### src/rtl/ntsc_pkg.sv
// Shared types and helpers for the stream generator.
// Assumes 8-bit components and the 4-byte timing reference layout.
package ntsc_pkg;

    typedef enum logic [1:0] {
        SEG_EAV,
        SEG_BLANK,
        SEG_SAV,
        SEG_ACTIVE
    } seg_e;

    localparam logic [7:0] CLIP_LO = 8'h10;
    localparam logic [7:0] CLIP_HI = 8'hF0;
    localparam logic [7:0] FILL_C  = 8'h80;
    localparam logic [7:0] FILL_Y  = 8'h10;

    // Status byte of a timing reference with its protection bits.
    function automatic logic [7:0] xy_code(input logic f, input logic v, input logic h);
        return {1'b1, f, v, h, v ^ h, f ^ h, f ^ v, f ^ v ^ h};
    endfunction

    // Clamp an active component into the legal picture range.
    function automatic logic [7:0] clip_byte(input logic [7:0] b);
        if (b < CLIP_LO)
            return CLIP_LO;
        else if (b > CLIP_HI)
            return CLIP_HI;
        else
            return b;
    endfunction

endpackage

### src/rtl/ntsc_hv_timing.sv
// Horizontal byte counter and frame line counter with field/blanking decode.
// Assumes LINE_BYTES - ACT_BYTES is a multiple of 4 and at least 12.
module ntsc_hv_timing
    import ntsc_pkg::*;
#(
    parameter int LINE_BYTES = 1716,
    parameter int ACT_BYTES  = 1440,
    parameter int ODD_TOP    = 6,
    parameter int ODD_ACT    = 254,
    parameter int ODD_BOT    = 2,
    parameter int EVEN_TOP   = 7,
    parameter int EVEN_ACT   = 253,
    parameter int EVEN_BOT   = 3,
    localparam int HW        = $clog2(LINE_BYTES)
) (
    input  logic          clk,
    input  logic          rst_n,
    output logic [HW-1:0] hcnt,
    output logic          line_last,
    output logic          field_wrap,
    output logic          field,
    output logic          vblank,
    output seg_e          seg
);
    localparam int ODD_L  = ODD_TOP + ODD_ACT + ODD_BOT;
    localparam int FRAME  = ODD_L + EVEN_TOP + EVEN_ACT + EVEN_BOT;
    localparam int LW     = $clog2(FRAME);
    localparam int PROLOG = LINE_BYTES - ACT_BYTES;

    localparam logic [HW-1:0] H_LAST    = HW'(LINE_BYTES - 1);
    localparam logic [HW-1:0] H_BLK_BEG = HW'(4);
    localparam logic [HW-1:0] H_SAV_BEG = HW'(PROLOG - 4);
    localparam logic [HW-1:0] H_ACT_BEG = HW'(PROLOG);
    localparam logic [LW-1:0] L_ODD     = LW'(ODD_L);
    localparam logic [LW-1:0] L_LAST    = LW'(FRAME - 1);

    logic [LW-1:0] lcnt;
    logic [LW-1:0] rel, top_l, act_end;

    // Byte slot counter, wraps at the last slot of the line.
    always_ff @(posedge clk) begin
        if (!rst_n)
            hcnt <= '0;
        else if (hcnt == H_LAST)
            hcnt <= '0;
        else
            hcnt <= hcnt + 1'b1;
    end

    // Frame line counter, advances at the end of each line.
    always_ff @(posedge clk) begin
        if (!rst_n)
            lcnt <= '0;
        else if (line_last)
            lcnt <= (lcnt == L_LAST) ? '0 : lcnt + 1'b1;
    end

    // Field, vertical blanking and end-of-field decode.
    always_comb begin
        line_last  = (hcnt == H_LAST);
        field      = (lcnt >= L_ODD);
        rel        = field ? (lcnt - L_ODD) : lcnt;
        top_l      = field ? LW'(EVEN_TOP) : LW'(ODD_TOP);
        act_end    = field ? LW'(EVEN_TOP + EVEN_ACT) : LW'(ODD_TOP + ODD_ACT);
        vblank     = (rel < top_l) || (rel >= act_end);
        field_wrap = line_last && ((lcnt == L_ODD - 1'b1) || (lcnt == L_LAST));
    end

    // Segment of the line the current slot falls in.
    always_comb begin
        if (hcnt < H_BLK_BEG)
            seg = SEG_EAV;
        else if (hcnt < H_SAV_BEG)
            seg = SEG_BLANK;
        else if (hcnt < H_ACT_BEG)
            seg = SEG_SAV;
        else
            seg = SEG_ACTIVE;
    end

endmodule

### src/rtl/ntsc_pix_fetch.sv
// Issues pixel pair requests one slot early, tracks pair and active line
// indices, and picks the active component for the current slot.
// Assumes the source answers in the cycle after pix_req and that the
// prologue length is a multiple of 4, so slot bits [1:0] give the phase.
module ntsc_pix_fetch
    import ntsc_pkg::*;
#(
    parameter int LINE_BYTES = 1716,
    parameter int ACT_BYTES  = 1440,
    localparam int HW        = $clog2(LINE_BYTES)
) (
    input  logic          clk,
    input  logic          rst_n,
    input  logic [HW-1:0] hcnt,
    input  logic          line_last,
    input  logic          field_wrap,
    input  logic          field,
    input  logic          vblank,
    input  seg_e          seg,
    input  logic [31:0]   pix_word,
    output logic          pix_req,
    output logic [8:0]    pix_line,
    output logic [8:0]    pix_pair,
    output logic [7:0]    act_byte
);
    localparam int PAIRS  = ACT_BYTES / 4;
    localparam int PROLOG = LINE_BYTES - ACT_BYTES;
    localparam logic [HW-1:0] REQ_FIRST = HW'(PROLOG - 1);
    localparam logic [HW-1:0] REQ_LAST  = HW'(LINE_BYTES - 2);
    localparam logic [8:0]    PAIR_LAST = 9'(PAIRS - 1);

    logic [8:0]  pair_q;
    logic [7:0]  aline_q;
    logic [31:0] word_q;

    // Request strobe on the slot before each pair's first byte.
    always_comb begin
        pix_req  = !vblank && (hcnt[1:0] == 2'b11) &&
                   (hcnt >= REQ_FIRST) && (hcnt <= REQ_LAST);
        pix_pair = pair_q;
        pix_line = {aline_q, field};
    end

    // Pair index, advances with each request and wraps at the last pair.
    always_ff @(posedge clk) begin
        if (!rst_n)
            pair_q <= '0;
        else if (pix_req)
            pair_q <= (pair_q == PAIR_LAST) ? '0 : pair_q + 1'b1;
    end

    // Active line index within the field, cleared at each field end.
    always_ff @(posedge clk) begin
        if (!rst_n)
            aline_q <= '0;
        else if (field_wrap)
            aline_q <= '0;
        else if (line_last && !vblank)
            aline_q <= aline_q + 1'b1;
    end

    // Hold the returned word for the three bytes after its first one.
    always_ff @(posedge clk) begin
        if (!rst_n)
            word_q <= '0;
        else if (seg == SEG_ACTIVE && !vblank && hcnt[1:0] == 2'b00)
            word_q <= pix_word;
    end

    // Component select: the first byte comes straight from the source.
    always_comb begin
        unique case (hcnt[1:0])
            2'd0:    act_byte = pix_word[31:24];
            2'd1:    act_byte = word_q[23:16];
            2'd2:    act_byte = word_q[15:8];
            default: act_byte = word_q[7:0];
        endcase
    end

endmodule

### src/rtl/ntsc_byte_out.sv
// Chooses reference, filler or clamped picture byte and registers it.
// Assumes idx is the slot phase within a 4-byte reference.
module ntsc_byte_out
    import ntsc_pkg::*;
(
    input  logic       clk,
    input  logic       rst_n,
    input  seg_e       seg,
    input  logic [1:0] idx,
    input  logic       field,
    input  logic       vblank,
    input  logic [7:0] act_byte,
    output logic [9:0] vout
);
    logic [7:0] nxt;
    logic [7:0] fill;
    logic [7:0] ref_b;

    // Next byte selection for the current slot.
    always_comb begin
        fill = idx[0] ? FILL_Y : FILL_C;
        unique case (idx)
            2'd0:    ref_b = 8'hFF;
            2'd1:    ref_b = 8'h00;
            2'd2:    ref_b = 8'h00;
            default: ref_b = xy_code(field, vblank, seg == SEG_EAV);
        endcase
        unique case (seg)
            SEG_EAV, SEG_SAV: nxt = ref_b;
            SEG_ACTIVE:       nxt = vblank ? fill : clip_byte(act_byte);
            default:          nxt = fill;
        endcase
    end

    // Output register, two low bits tied to zero.
    always_ff @(posedge clk) begin
        if (!rst_n)
            vout <= '0;
        else
            vout <= {nxt, 2'b00};
    end

endmodule

### src/rtl/ntsc_stream_gen.sv
// Top of the interlaced video stream generator: timing, fetch and output.
// Assumes a free-running byte clock and a source with one-cycle latency.
module ntsc_stream_gen
    import ntsc_pkg::*;
#(
    parameter int LINE_BYTES = 1716,
    parameter int ACT_BYTES  = 1440,
    parameter int ODD_TOP    = 6,
    parameter int ODD_ACT    = 254,
    parameter int ODD_BOT    = 2,
    parameter int EVEN_TOP   = 7,
    parameter int EVEN_ACT   = 253,
    parameter int EVEN_BOT   = 3
) (
    input  logic        clk,
    input  logic        rst_n,
    input  logic [31:0] pix_word,
    output logic        pix_req,
    output logic [8:0]  pix_line,
    output logic [8:0]  pix_pair,
    output logic [9:0]  vout
);
    localparam int HW = $clog2(LINE_BYTES);

    logic [HW-1:0] hcnt;
    logic          line_last, field_wrap, field, vblank;
    seg_e          seg;
    logic [7:0]    act_byte;

    ntsc_hv_timing #(
        .LINE_BYTES(LINE_BYTES), .ACT_BYTES(ACT_BYTES),
        .ODD_TOP(ODD_TOP), .ODD_ACT(ODD_ACT), .ODD_BOT(ODD_BOT),
        .EVEN_TOP(EVEN_TOP), .EVEN_ACT(EVEN_ACT), .EVEN_BOT(EVEN_BOT)
    ) u_tim (
        .clk(clk), .rst_n(rst_n), .hcnt(hcnt), .line_last(line_last),
        .field_wrap(field_wrap), .field(field), .vblank(vblank), .seg(seg)
    );

    ntsc_pix_fetch #(
        .LINE_BYTES(LINE_BYTES), .ACT_BYTES(ACT_BYTES)
    ) u_fetch (
        .clk(clk), .rst_n(rst_n), .hcnt(hcnt), .line_last(line_last),
        .field_wrap(field_wrap), .field(field), .vblank(vblank), .seg(seg),
        .pix_word(pix_word), .pix_req(pix_req), .pix_line(pix_line),
        .pix_pair(pix_pair), .act_byte(act_byte)
    );

    ntsc_byte_out u_out (
        .clk(clk), .rst_n(rst_n), .seg(seg), .idx(hcnt[1:0]),
        .field(field), .vblank(vblank), .act_byte(act_byte), .vout(vout)
    );

endmodule

### config.mk
export PLATFORM = sky130hd
export DESIGN_NAME = ntsc_stream_gen
export DESIGN_NICKNAME = d
export VERILOG_FILES = /design/src/rtl/ntsc_pkg.sv /design/src/rtl/ntsc_hv_timing.sv /design/src/rtl/ntsc_pix_fetch.sv /design/src/rtl/ntsc_byte_out.sv /design/src/rtl/ntsc_stream_gen.sv
export SDC_FILE = /design/constraint.sdc
export NUM_CORES = 1
export LEC_CHECK = 0
export CORE_AREA = 2 2 90 92
export CTS_CLUSTER_DIAMETER = 50
export CTS_CLUSTER_SIZE = 20
export DETAILED_ROUTE_END_ITERATION = 10
export DIE_AREA = 0 0 92 94
export PLACE_DENSITY = 0.74
export SETUP_SLACK_MARGIN = 0.3
export SLEW_MARGIN = 10
export SYNTH_ARGS = -nofsm -noshare
export SYNTH_HDL_FRONTEND = slang
export SYNTH_HIERARCHICAL = 1
export SYNTH_SLANG_ARGS = --single-unit
### constraint.sdc
create_clock -name clk -period 5.2 [get_ports clk]
set_input_delay 1.04 -clock clk [delete_from_list [all_inputs] [get_ports clk]]
set_output_delay 1.04 -clock clk [all_outputs]
set_load 0.01 [all_outputs]
* After elaboration in Yosys (flattened, before gate mapping)
Cells that the tools add are included.
** Storage, ports and cells
- Bits in registers :: 72
- Input bits :: 34
- Output and inout port bits :: 29
- Logic and storage cells :: 66
** Cells by class
- $add $sub $neg :: 5
- Order comparisons :: 10
- Equal/unequal tests :: 9
- Muxes and demuxes :: 14
- Bitwise logic cells :: 5
- Reductions and logical operators :: 16
** Operator list (count)
- $mux W8 :: 4
- $pmux W8 S2 :: 2
- $pmux W8 S3 :: 1
- $lt A11 B9 Y1 const B :: 2
- $ge A10 B9 Y1 const B :: 2
- $mux W10 :: 2
- $add A11 B1 Y11 const B :: 1
- $eq A11 B11 Y1 const B :: 1
- $ge A11 B9 Y1 const B :: 1
- $le A11 B11 Y1 const B :: 1
- $lt A11 B3 Y1 const B :: 1
- $add A10 B1 Y10 const B :: 1
- $eq A10 B10 Y1 const B :: 1
- $eq A10 B9 Y1 const B :: 1
- $lt A10 B10 Y1 :: 1
- $sub A10 B9 Y10 const B :: 1
- $add A9 B1 Y9 const B :: 1
- $eq A9 B9 Y1 const B :: 1
- $mux W9 :: 1
- $add A8 B1 Y8 const B :: 1
- $eq A2 B2 Y1 const B :: 4
- $gt A8 B8 Y1 const B :: 1
- $lt A8 B5 Y1 const B :: 1
- $reduce_or A2 Y1 :: 4
- 9 further kinds :: 22

* Logic depth before layout (Yosys ltp)
- Depth after elaboration :: 8
- Depth in mapped cells :: 14
- Mapped depth without buffers :: 12

* Hierarchy
The synthesis kept the hierarchy.
** By module, submodules not included
- ntsc_pix_fetch :: instances 1, cells each 217, area an instance 1874.3 um^2, sequential area each 820.8 um^2
- ntsc_hv_timing :: instances 1, cells each 170, area an instance 1320.0 um^2, sequential area each 420.4 um^2
- ntsc_byte_out :: instances 1, cells each 57, area an instance 489.2 um^2, sequential area each 160.2 um^2

* Least setup slack after synthesis
Ideal clock, no wire load.
- Path kind :: reg-to-output
- From :: reg u_tim.lcnt[4]
- To :: out pix_req
- Data arrival time :: 2788 ps
- Data required time :: 4160 ps
- Slack :: 1372 ps
- Stages on the path, launching flop included :: 11
- Buffers on the path :: 1
- Cells stage by stage :: dfxtp_1 -> buf_6 -> or4_4 -> or4_4 -> a21o_1 -> mux2i_1 -> a22o_1 -> o21ai_1 -> nand3b_1 -> a221o_1 -> inv_1
** On the way
- Word-level cells in the longest chain between the ends :: 8
- Elaborated cells on any way between the ends :: 11
- Those cells by class :: 1 x add/sub; 3 x order compare; 2 x mux; 5 x reduce/logical
** RTL lines
- start, declared :: RTL line ntsc_hv_timing.sv:37 : logic [LW-1:0] lcnt;
- start signal, assigned :: RTL line ntsc_hv_timing.sv:55 : lcnt <= (lcnt == L_LAST) ? '0 : lcnt + 1'b1;
- $ge A10 B9 Y1 (*) :: RTL line ntsc_hv_timing.sv:61 : field = (lcnt >= L_ODD);
- named net field :: RTL line ntsc_stream_gen.sv:26 : logic line_last, field_wrap, field, vblank;
- $mux W10 / $mux W1 (equally long branches) :: RTL line ntsc_hv_timing.sv:62, ntsc_hv_timing.sv:63
- $lt A10 B10 Y1 / $ge A10 B9 Y1 (equally long branches) :: RTL line ntsc_hv_timing.sv:65 : vblank = (rel < top_l) || (rel >= act_end);
- $logic_or A1 B1 Y1 (*) :: RTL line ntsc_hv_timing.sv:65
- named net vblank :: RTL line ntsc_stream_gen.sv:26
- $logic_not A1 Y1 (*) :: RTL line ntsc_pix_fetch.sv:38 : pix_req = !vblank && (hcnt[1:0] == 2'b11) &&
- $logic_and A1 B1 Y1 (*) (2 in a row) :: RTL line ntsc_pix_fetch.sv:38
- $logic_and A1 B1 Y1 (*) :: RTL line ntsc_pix_fetch.sv:39 : (hcnt >= REQ_FIRST) && (hcnt <= REQ_LAST);
- end, declared :: RTL line ntsc_stream_gen.sv:18 : output logic pix_req,
Mark *: on every way through the listed nets, which the timed path passes. The rest lies on a longest branch.

* Worst setup path after layout
- From :: reg u_tim.lcnt[4]
- To :: out pix_req
** On the way
- Word-level cells in the longest chain between the ends :: 8
- Elaborated cells on any way between the ends :: 11
- Those cells by class :: 1 x add/sub; 3 x order compare; 2 x mux; 5 x reduce/logical
** RTL lines (RTL line)
- $sub A10 B9 Y10 / $ge A10 B9 Y1 (equally long branches) :: ntsc_hv_timing.sv:62, ntsc_hv_timing.sv:61
- $mux W10 / $mux W1 (equally long branches) :: ntsc_hv_timing.sv:62, ntsc_hv_timing.sv:63
- $lt A10 B10 Y1 / $ge A10 B9 Y1 (equally long branches) :: ntsc_hv_timing.sv:65
- $logic_or A1 B1 Y1 (*) :: ntsc_hv_timing.sv:65
- named net vblank :: ntsc_stream_gen.sv:26
- $logic_not A1 Y1 (*) :: ntsc_pix_fetch.sv:38
- $logic_and A1 B1 Y1 (*) (2 in a row) :: ntsc_pix_fetch.sv:38
- $logic_and A1 B1 Y1 (*) :: ntsc_pix_fetch.sv:39
Marked as above.

==> out/qor.csv <==
metric,value,unit
crit_required,4.16,ns
h-tree-depth,3,
synth-async-reset-ratio,0,
io_buffers,60,
cp_max_fo,9,
switching_power,0.000253,W
vias_per_cell,5.58,
insertion_delay,0.35,ns
grt_pass1_wl,14000,um
synthTopCellsByCount,"nand2_1, dfxtp_1, nor2_1, a21oi_1, xor2_1",
drc,0,
fp.dieArea,8650,um^2
synth_seq_area_share,0.380,
critPathLaunchType,register,
grt_use_total,0.199,
yosysTopAreaCellShare,0.380,
hpwl,5840,um
yosys.area_share.adder,0.0306,
netSwitchingFraction,0.230,
cp_common_cell,or4_4,
synth_cell_types,60,
slowest_stage,or4_4,
grt_setup_unrepaired,false,
fin_util,0.595,
wl_met3,450,um
synth_area,3680,um^2
highest_layer,met4,
nFillCells,707,
synth_top_area_cell,dfxtp_1,
slew_headroom,0.373,
die_w,92,um
setup_viol,0,
io_pins,63,
tightest_slew,0.939,ns
wirelength,8330,um
grt_pass1_vias,3064,
seqPwrFrac,0.505,
antenna_found_initial,0,
pwr_density_cell,243,nW/um^2
rows,32,
netlist_instances,444,
hold_slack,0.455,ns
synth_edf_count,0,
synth_compound_area_frac,0.144,
min_path_type,reg -> reg,
p_clk_frac,0.409,
max-vdd-ir-drop,110,uV
num_vias,3335,
syn_to_final_growth,22.8,%
synth.avg_cell_area,8.30,um^2
cts_tree,done,
arrival,3.31,ns
route.met2.wl,3860,um
synth_most_common_cell,nand2_1,
routabilityCongestion,0.902,
power_frac_comb,0.086,
drt.antenna.violating_nets,0,
cpPeakStageDelay,0.57,ns
fmax,230,MHz
clkTransAtPathRegs,0.08,ns
hold_viol_final,0,
post_cts_buffers,0,
synth-simple-area-share,0.262,
slew_violations,0,
ys_warn_count,6,
place_ws,0.607,ns
cts-root-buf,clkbuf_8,
layout.nets,534,
drt-met1-wl,3850,um
design_power_total,0.00110,W
p_int,0.000849,W
start_util,0.484,
grt_start_max_net_pins,32,
chipHeight,94,um
drt_first_pass_iters,5,
drt-initial-drc-count,131,
synth_top_family_by_area,simple AND/OR/NAND/NOR gates,
routedWlPerCell,13.9,um
synth.area.top_cells,"dfxtp_1, nand2_1, mux4_2, a21oi_1, nor2_1",
setup_ws,0.852,ns
status,"finished, final reports clean",
leakage,1.63,nW
clkSinkCount,70,
synthXorXnorAreaFrac,0.0690,
core,7610,um^2
synth_ff_type,dfxtp_1,
period_share,0.836,
maxCapViolations,0,
synth.ff_latch_count,70,
cts.path.max_buffers,2,
final.min_clock_period,4.35,ns
drive_above_1_share,0.0827,
setup_tns,0,ns
antenna_cells,0,
worst_setup_path_end_kind,output port,
overflow,0,
cts_buffers,9,
fin_skew,0.00930,ns
crit_chain,or4_4 -> or4_4 -> a21o_4 -> mux2i_1 -> a22o_1 -> o21ai_4 -> nand3b_1 -> a221o_1 -> inv_2 -> dlymetal6s2s_1,
crit_type,reg -> out,
synthMuxAreaShare,0.0652,
==> logic make-up (layout without fill, tap and decap cells) <==
logic type / after synthesis / count (layout)
compound gates: 83 / 83
xor+xnor: 29 / 29
fa+ha+maj: 9 / 9
buf+inv: 38 / 89
flops: 70 / 70
mux: 14 / 14
other cells: 1 / 2
simple gates: 200 / 200
==> per-stage QoR <==
stage	instances	cell area, um^2
6_report	598	4520
5_1_grt	598	4520
4_1_cts	598	4500
3_5_place_dp	582	4290
3_3_place_gp	582	4290
2_1_floorplan	445	3690
==> registers in the layout, indices dropped and copies added (netlist names) <==
| signal | flops |
|---|---|
| u_fetch/aline_q | 8 |
| u_fetch/pix_pair | 9 |
| u_out/vout | 8 |
| u_tim/hcnt | 11 |
| u_tim/lcnt | 10 |
| u_fetch/word_q | 24 |
==> worst paths after layout <==
path / start / end / slack, ns / depth (start not counted)
setup / recovery: u_tim/lcnt[4] / pix_req / 0.85 / 10
hold / removal: u_fetch/word_q[20] / u_fetch/word_q[20] / 0.45 / 2
setup reg to reg: u_tim/lcnt[4] / u_fetch/pix_pair[7] / 1.58 / 11
hold reg to reg: u_fetch/word_q[20] / u_fetch/word_q[20] / 0.45 / 2
==> power by group through the flow <==
| stage | clock network, W | logic (W) | registers, W |
|---|---|---|---|
| floorplan | 0 | 0.0000483 | 0.000566 |
| global placement | 0 | 0.0000941 | 0.000568 |
| detailed placement | 0 | 0.0000948 | 0.000569 |
| CTS | 0.000461 | 0.0000952 | 0.000556 |
| global route | 0.000488 | 0.000104 | 0.000557 |
| finish | 0.000451 | 0.0000950 | 0.000556 |
==> per-layer routing <==
metal / GRT usage / vias to the layer above
met3: 0.0321 / 19
met2: 0.320 / 106
li1: - / 1642
met4: 0.0958 / 0
met5: 0 / -
met1: 0.262 / 1568
==> layout make-up <==
class | instances | area (um^2) | share of cell area
Clock buffer | 11 | 151 | 0.0335
Clock inverter | 5 | 56.3 | 0.0124
Inverter | 12 | 45.0 | 0.00996
Multi-Input combinational cell | 337 | 2130 | 0.471
Sequential cell | 70 | 1400 | 0.310
Tap cell | 102 | 128 | 0.0282
Timing Repair Buffer | 61 | 611 | 0.135
==> worst max-delay path, delay by kind of cell, from the launching register on <==
family	cells	cell delay (ns)
buffers and inverters	2	0.25
AND/OR/NAND/NOR	3	1.29
AO/OA/AOI/OAI	4	0.91
flip-flops	1	0.37
multiplexers	1	0.14
==> cell usage in the layout, fill, tap and decap left out, drive strengths merged, types with 5 or more instances in the layout <==
master         Yosys  layout
ha                 9       9
xor2              17      17
dfxtp             70      70
and3              11      11
nand4             10      10
o21ai             16      16
a21oi             34      34
mux2i              6       6
nor2              46      46
or4                6       6
clkbuf            12      11
inv               12      13
nor3               8       8
xnor2             12      12
nand3             11      11
clkdlybuf4s50      0      59
nand2b             5       5
mux4               8       8
nand2             80      80
==> timing repair <==
action / CTS / global route
endpoints found under the hold margin: 0 / 0
gates resized for setup: 1 / 7
endpoints found under the setup margin: 1 / 1
pin swaps: 0 / 1
hold buffers: 0 / 0
No activity file was read; power rests on OpenSTA's default activity.
